File: config.mk
export PLATFORM = sky130hd
export DESIGN_NAME = spi_regacc
export DESIGN_NICKNAME = d
export VERILOG_FILES = /design/src/rtl/spi_regacc_pkg.sv /design/src/rtl/spi_pin_sync.sv /design/src/rtl/spi_frame.sv /design/src/rtl/spi_ptr.sv /design/src/rtl/spi_tx.sv /design/src/rtl/spi_regacc.sv
export SDC_FILE = /design/constraint.sdc
export NUM_CORES = 1
export LEC_CHECK = 0
export CAP_MARGIN = 5
export CORE_AREA = 2 2 69 71
export CTS_CLUSTER_DIAMETER = 200
export CTS_CLUSTER_SIZE = 30
export DETAILED_ROUTE_END_ITERATION = 16
export DIE_AREA = 0 0 71 73
export DONT_BUFFER_PORTS = 1
export PLACE_DENSITY = 0.69
export SLEW_MARGIN = 20
export SYNTH_ARGS = -nofsm -noshare
export SYNTH_HDL_FRONTEND = slang
export SYNTH_SLANG_ARGS = --single-unit
File: constraint.sdc
create_clock -name clk -period 1.7 [get_ports clk]
set_input_delay 0 -clock clk [delete_from_list [all_inputs] [get_ports clk]]
set_output_delay 0 -clock clk [all_outputs]
set_load 0.1 [all_outputs]
File: src/rtl/spi_regacc_pkg.sv
package spi_regacc_pkg;

  localparam int BYTE_W = 8;
  localparam int CNT_W  = $clog2(BYTE_W);
  localparam int OPC_W  = 5;

  localparam logic [OPC_W-1:0] OPC_FIXED = 5'b01000;

  typedef enum logic [2:0] {
    PH_IDLE,
    PH_OPCODE,
    PH_ADDR,
    PH_DATA,
    PH_SKIP
  } phase_t;

endpackage

File: src/rtl/spi_pin_sync.sv
module spi_pin_sync #(
  parameter int               WIDTH   = 3,
  parameter int               STAGES  = 2,
  parameter logic [WIDTH-1:0] RST_VAL = '0
) (
  input  logic             clk,
  input  logic             rst_n,
  input  logic [WIDTH-1:0] d,
  output logic [WIDTH-1:0] q
);

  localparam int CHAIN_W = STAGES * WIDTH;

  logic [CHAIN_W-1:0] chain_q;
  logic [CHAIN_W-1:0] chain_d;

  generate
    if (STAGES == 1) begin : g_single
      always_comb chain_d = d;
    end else begin : g_multi
      always_comb chain_d = {chain_q[CHAIN_W-WIDTH-1:0], d};
    end
  endgenerate

  always_ff @(posedge clk or negedge rst_n) begin
    if (!rst_n) chain_q <= {STAGES{RST_VAL}};
    else        chain_q <= chain_d;
  end

  assign q = chain_q[CHAIN_W-1 -: WIDTH];

endmodule

File: src/rtl/spi_frame.sv
module spi_frame
  import spi_regacc_pkg::*;
(
  input  logic              clk,
  input  logic              rst_n,
  input  logic              cs_act,
  input  logic              sck_rise,
  input  logic              mosi_s,
  input  logic [1:0]        hw_addr,
  input  logic              addr_cmp_en,
  output phase_t            phase,
  output logic              rd_mode,
  output logic [CNT_W-1:0]  bit_cnt,
  output logic              addr_load,
  output logic [BYTE_W-1:0] addr_val,
  output logic              wr_pulse,
  output logic              step_pulse,
  output logic [BYTE_W-1:0] wr_byte
);

  phase_t              phase_q, phase_d, cur_ph;
  logic [CNT_W-1:0]    cnt_q, cnt_d;
  logic [BYTE_W-2:0]   rx_q, rx_d;
  logic                rd_q, rd_d;
  logic                wr_q, wr_d;
  logic                step_q, step_d;
  logic [BYTE_W-1:0]   wb_q, wb_d;
  logic [BYTE_W-1:0]   byte_now;
  logic [1:0]          want_sub;
  logic                opc_ok;
  logic                last_bit;

  assign byte_now = {rx_q, mosi_s};
  assign cur_ph   = (phase_q == PH_IDLE) ? PH_OPCODE : phase_q;
  assign last_bit = cs_act & sck_rise & (cnt_q == CNT_W'(BYTE_W - 1));
  assign want_sub = addr_cmp_en ? hw_addr : 2'b00;
  assign opc_ok   = (byte_now[BYTE_W-1 -: OPC_W] == OPC_FIXED) &&
                    (byte_now[2:1] == want_sub);

  always_comb begin
    phase_d   = phase_q;
    cnt_d     = cnt_q;
    rx_d      = rx_q;
    rd_d      = rd_q;
    wr_d      = 1'b0;
    step_d    = 1'b0;
    wb_d      = wb_q;
    addr_load = 1'b0;
    if (!cs_act) begin
      phase_d = PH_IDLE;
      cnt_d   = '0;
    end else begin
      phase_d = cur_ph;
      if (sck_rise) begin
        cnt_d = cnt_q + 1'b1;
        rx_d  = byte_now[BYTE_W-2:0];
      end
      if (last_bit) begin
        case (cur_ph)
          PH_OPCODE: begin
            if (opc_ok) begin
              phase_d = PH_ADDR;
              rd_d    = byte_now[0];
            end else begin
              phase_d = PH_SKIP;
            end
          end
          PH_ADDR: begin
            phase_d   = PH_DATA;
            addr_load = 1'b1;
          end
          PH_DATA: begin
            step_d = 1'b1;
            wr_d   = ~rd_q;
            if (!rd_q) wb_d = byte_now;
          end
          default: ;
        endcase
      end
    end
  end

  always_ff @(posedge clk or negedge rst_n) begin
    if (!rst_n) begin
      phase_q <= PH_IDLE;
      cnt_q   <= '0;
      rx_q    <= '0;
      rd_q    <= 1'b0;
      wr_q    <= 1'b0;
      step_q  <= 1'b0;
      wb_q    <= '0;
    end else begin
      phase_q <= phase_d;
      cnt_q   <= cnt_d;
      rx_q    <= rx_d;
      rd_q    <= rd_d;
      wr_q    <= wr_d;
      step_q  <= step_d;
      wb_q    <= wb_d;
    end
  end

  assign phase      = phase_q;
  assign rd_mode    = rd_q;
  assign bit_cnt    = cnt_q;
  assign addr_val   = byte_now;
  assign wr_pulse   = wr_q;
  assign step_pulse = step_q;
  assign wr_byte    = wb_q;

endmodule

File: src/rtl/spi_ptr.sv
module spi_ptr
  import spi_regacc_pkg::*;
#(
  parameter int LAST_REG = 10
) (
  input  logic              clk,
  input  logic              rst_n,
  input  logic              load,
  input  logic [BYTE_W-1:0] load_val,
  input  logic              step,
  input  logic              seq_en,
  output logic [BYTE_W-1:0] ptr
);

  localparam logic [BYTE_W-1:0] LAST = BYTE_W'(LAST_REG);

  logic [BYTE_W-1:0] ptr_q, ptr_d;

  always_comb begin
    ptr_d = ptr_q;
    if (load) begin
      ptr_d = load_val;
    end else if (step && seq_en) begin
      ptr_d = (ptr_q >= LAST) ? '0 : ptr_q + 1'b1;
    end
  end

  always_ff @(posedge clk or negedge rst_n) begin
    if (!rst_n) ptr_q <= '0;
    else        ptr_q <= ptr_d;
  end

  assign ptr = ptr_q;

endmodule

File: src/rtl/spi_tx.sv
module spi_tx
  import spi_regacc_pkg::*;
(
  input  logic              clk,
  input  logic              rst_n,
  input  logic              load,
  input  logic [BYTE_W-1:0] load_val,
  input  logic              shift,
  output logic              out_bit
);

  logic [BYTE_W-1:0] tx_q, tx_d;

  always_comb begin
    tx_d = tx_q;
    if (load)       tx_d = load_val;
    else if (shift) tx_d = {tx_q[BYTE_W-2:0], 1'b0};
  end

  always_ff @(posedge clk or negedge rst_n) begin
    if (!rst_n) tx_q <= '0;
    else        tx_q <= tx_d;
  end

  assign out_bit = tx_q[BYTE_W-1];

endmodule

File: src/rtl/spi_regacc.sv
module spi_regacc
  import spi_regacc_pkg::*;
#(
  parameter int SYNC_STAGES = 2,
  parameter int LAST_REG    = 10
) (
  input  logic              clk,
  input  logic              rst_n,
  input  logic              cs_n,
  input  logic              sck,
  input  logic              mosi,
  output logic              miso,
  output logic              miso_oe,
  input  logic [1:0]        hw_addr,
  input  logic              addr_cmp_en,
  input  logic              seq_en,
  output logic [BYTE_W-1:0] reg_addr,
  output logic [BYTE_W-1:0] reg_wdata,
  output logic              reg_we,
  output logic              reg_re,
  input  logic [BYTE_W-1:0] reg_rdata
);

  localparam int PIN_W = 3;

  logic [1:0]        rst_pipe_q;
  logic              rst_int_n;
  logic [PIN_W-1:0]  pins_s;
  logic              cs_s, sck_s, mosi_s;
  logic              sck_prev_q;
  logic              sck_rise, sck_fall, cs_act;
  phase_t            phase;
  logic              rd_mode;
  logic [CNT_W-1:0]  bit_cnt;
  logic              addr_load;
  logic [BYTE_W-1:0] addr_val;
  logic              wr_pulse, step_pulse;
  logic [BYTE_W-1:0] wr_byte;
  logic              tx_load;

  // reset: asserted at once, released on a clock edge
  always_ff @(posedge clk or negedge rst_n) begin
    if (!rst_n) rst_pipe_q <= 2'b00;
    else        rst_pipe_q <= {rst_pipe_q[0], 1'b1};
  end
  assign rst_int_n = rst_pipe_q[1];

  spi_pin_sync #(
    .WIDTH   (PIN_W),
    .STAGES  (SYNC_STAGES),
    .RST_VAL (3'b100)
  ) u_sync (
    .clk   (clk),
    .rst_n (rst_int_n),
    .d     ({cs_n, sck, mosi}),
    .q     (pins_s)
  );

  assign cs_s   = pins_s[2];
  assign sck_s  = pins_s[1];
  assign mosi_s = pins_s[0];

  always_ff @(posedge clk or negedge rst_int_n) begin
    if (!rst_int_n) sck_prev_q <= 1'b0;
    else            sck_prev_q <= sck_s;
  end

  assign cs_act   = ~cs_s;
  assign sck_rise = sck_s & ~sck_prev_q;
  assign sck_fall = ~sck_s & sck_prev_q;

  spi_frame u_frame (
    .clk         (clk),
    .rst_n       (rst_int_n),
    .cs_act      (cs_act),
    .sck_rise    (sck_rise),
    .mosi_s      (mosi_s),
    .hw_addr     (hw_addr),
    .addr_cmp_en (addr_cmp_en),
    .phase       (phase),
    .rd_mode     (rd_mode),
    .bit_cnt     (bit_cnt),
    .addr_load   (addr_load),
    .addr_val    (addr_val),
    .wr_pulse    (wr_pulse),
    .step_pulse  (step_pulse),
    .wr_byte     (wr_byte)
  );

  spi_ptr #(
    .LAST_REG (LAST_REG)
  ) u_ptr (
    .clk      (clk),
    .rst_n    (rst_int_n),
    .load     (addr_load),
    .load_val (addr_val),
    .step     (step_pulse),
    .seq_en   (seq_en),
    .ptr      (reg_addr)
  );

  // a read byte is fetched on the falling edge that opens it
  assign tx_load = sck_fall & cs_act & (phase == PH_DATA) & rd_mode &
                   (bit_cnt == '0);

  spi_tx u_tx (
    .clk      (clk),
    .rst_n    (rst_int_n),
    .load     (tx_load),
    .load_val (reg_rdata),
    .shift    (sck_fall & cs_act),
    .out_bit  (miso)
  );

  assign miso_oe   = (phase == PH_DATA) & rd_mode;
  assign reg_we    = wr_pulse;
  assign reg_wdata = wr_byte;
  assign reg_re    = tx_load;

endmodule

==> metrics.csv <==
metric,value,unit
total grt overflow,0,
CTS sink cnt,49,
Initial DRC Count,54,
area delta synth->final,33.02,%
I/O pin total,37,
total negative setup slack,0,ns
"EDFF count, synth",0,
power per cell area,846.3,nW/µm²
worst hold start,seq_en,
sequential element share of the synthesized area,0.5790,
later-pin clock latency in the skew report,0.30,ns
Slew Limit Fails,0,
RSZ-0062 raised after global routing,yes,
async set or reset register ratio after synthesis,1.000,
Initial Utilization,0.4679,
placed cells,260,
worst path required time,1.89,ns
Hold Fails Final Rpt,0,
most common cell in the netlist,dfrtp_1,
Synth Flop Type,dfrtp_1,
worst reg2reg path depth,7,
CP Capture Type,flop,
most frequent cells after synthesis,"dfrtp_1, nand2_1, mux2_2",
I/O Buffers,0,
Final period util,0.9950,
Highest Clock Rate,591.2,MHz
startpoint class of the critical path,flop,
initial antenna violation count,0,
cts bufs inserted,5,
R2R setup slack,0.008,ns
critical path type,reg2reg,
final setup fails,0,
status,completed,
diode count,0,
DR WL/cell,14.96,µm
routed wire length,4.234,mm
Final GP Congestion,0.8884,
Max Cap Viol,0,
std cell rows,25,
TritonCTS clock tree,yes,
DR vias,1529,
die area,5183,µm²
Worst Hold End,u_ptr.ptr[1]$_DFFE_PN0P_,
"Cell Area, Placed",2536,µm²
Layout Skew,0.006889,ns
share of the synthesized area in the top cell type,0.5542,
final net count,250,
leak pwr,1.226,nW
largest area contributor in the netlist,dfrtp_1,
CTS root buf,clkbuf_8,
CTS max path bufs,2,
Worst R2R End,u_frame.wr_byte[3]$_DFFE_PN0P_,
R2R Path Start,u_frame.bit_cnt[0]$_DFFE_PN0P_,
"non-filler cells, final",283,
layout cells sized above 1,0.3755,
Crit Path Max Fanout,9,
total core area,4536,µm²
Post-Syn Nets,200,
synth warn,0,
peak supply drop,0.0006239,V
Pre-antenna DRT Iters,4,
Die H,73,µm
crit path time final,1.692,ns
pin count of the biggest net entering global routing,20,
cells after synthesis,178,
count of different cell masters after synthesis,43,
Hold WC Path Type,in2reg,
Total GRT Usage,0.1769,
top post-synthesis cells by area,"dfrtp_1, mux2_2, mux2i_1",
antenna-violating nets left,0,
CTS HTree Levels,2,
Via density,5.403,
DRC viols,0,
post-DP HPWL,3.104,mm
clock-pin slew on the worst setup and hold paths,0.09,ns
first-pass GRT wire length,7.093,mm
Syn Area/Cell,11.92,µm²
Worst Hold Depth,3,
Die Wd,71,µm
vias in the first global route,1532,
post-layout util,0.6223,
final instance area,2823,µm²
mapped cell area,2122,µm²
Yosys reg bits,49,
WP data arrival,1.88,ns
hold_ws,0.08366,ns
[cell usage in the layout, fill, tap and decap left out, types with 3 or more instances in the layout]
cell type / n
and2_1: 3
buf_4: 29
dfrtp_4: 4
nand3_1: 3
nor2b_1: 3
nor3_4: 3
mux2i_1: 7
dlygate4sd3_1: 14
o21ai_0: 5
buf_12: 3
ha_1: 3
nand2_1: 19
inv_1: 6
clkbuf_8: 6
nor2_1: 9
mux2_2: 8
o21ai_1: 7
mux2_4: 8
dfrtp_1: 39
dfrtp_2: 4
[per-layer routing]
layer | global-route usage | wire, µm
met1 | 0.2266 | 1810
met2 | 0.2970 | 2110
met3 | 0.04282 | 261
met4 | 0.05870 | 52
met5 | 0 | 0
[cell type report]
type	count	area, µm²
flip-flops and latches	49	1249
inverters	7	26.28
clock buffers	6	82.58
repair buffers	48	440.4
well taps	54	67.56
clock inverters	2	13.76
fillers	361	1713
multi-input cells	117	943.4
[timing repair]
item,4_1_cts,5_1_grt
hold endpoints to repair,16,0
buffers inserted,0,1
gates resized for setup,3,8
endpoints found under the setup margin,5,19
hold buffers,14,0
pin swaps,1,3
[metrics by stage]
| step | setup WS, ns | power, mW |
|---|---|---|
| after global placement | 0.07162 | 1.653 |
| after CTS | -0.005038 | 2.403 |
| after detailed placement | 0.03463 | 1.672 |
| after floorplan | -0.1554 | 1.581 |
| after global routing | -0.09965 | 2.497 |
| final | 0.008432 | 2.389 |
[worst max-delay path, cell delays in order (launching register included)]
cell and delay [ns]:
dfrtp_1 0.36, ha_1 0.15, ha_2 0.18, nor2b_4 0.19
nand2_2 0.09, nor3_4 0.15, buf_12 0.16, mux2_4 0.30
[sequential cells by signal, indices dropped and copies added, names as in the netlist]
| name | count |
|---|---|
| u_tx.tx_q | 8 |
| u_ptr.ptr | 8 |
| rst_pipe_q | 2 |
| u_frame.bit_cnt | 3 |
| sck_prev_q | 1 |
| u_frame.phase | 3 |
| u_frame.step_pulse | 1 |
| u_frame.rd_mode | 1 |
| u_frame.wr_pulse | 1 |
| u_frame.rx_q | 7 |
| u_frame.wr_byte | 8 |
| u_sync.chain_q | 6 |
[cells by family (layout without fill, tap and decap cells)]
| group | Yosys count | in the layout | share of synthesized area |
|---|---|---|---|
| flip-flops | 49 | 49 | 0.5790 |
| AO/OA/AOI/OAI | 32 | 32 | 0.09729 |
| buffers and inverters | 12 | 63 | 0.02889 |
| XOR/XNOR | 2 | 2 | 0.008256 |
| adder cells (fa/ha/maj) | 5 | 5 | 0.02948 |
| AND/OR/NAND/NOR | 53 | 53 | 0.1327 |
| multiplexers | 24 | 24 | 0.1226 |
| other | 1 | 1 | 0.001767 |
[worst max path at each step]
| stage | startpoint | end | slack [ns] | cells after the start |
|---|---|---|---|---|
| after floorplan | u_sync.chain_q[5]$_DFF_PN1_ | reg_re | -0.16 | 5 |
| after global placement | u_frame.bit_cnt[0]$_DFFE_PN0P_ | u_frame.wr_byte[5]$_DFFE_PN0P_ | 0.07 | 7 |
| after detailed placement | u_frame.bit_cnt[0]$_DFFE_PN0P_ | u_frame.wr_byte[7]$_DFFE_PN0P_ | 0.03 | 7 |
| after CTS | u_frame.bit_cnt[0]$_DFFE_PN0P_ | u_frame.wr_byte[7]$_DFFE_PN0P_ | -0.005 | 7 |
| after global routing | u_frame.bit_cnt[0]$_DFFE_PN0P_ | u_frame.wr_byte[0]$_DFFE_PN0P_ | -0.1 | 7 |
| final | u_frame.bit_cnt[0]$_DFFE_PN0P_ | u_frame.wr_byte[3]$_DFFE_PN0P_ | 0.008 | 7 |
[power breakdown]
part,internal [mW],switching (mW),leakage (nW)
Clock,0.330,0.376,0.0512
Sequential,1.27,0.125,0.607
Combinational,0.147,0.142,0.568
Total,1.75,0.643,1.23
No activity file was read; power rests on OpenSTA's default activity.
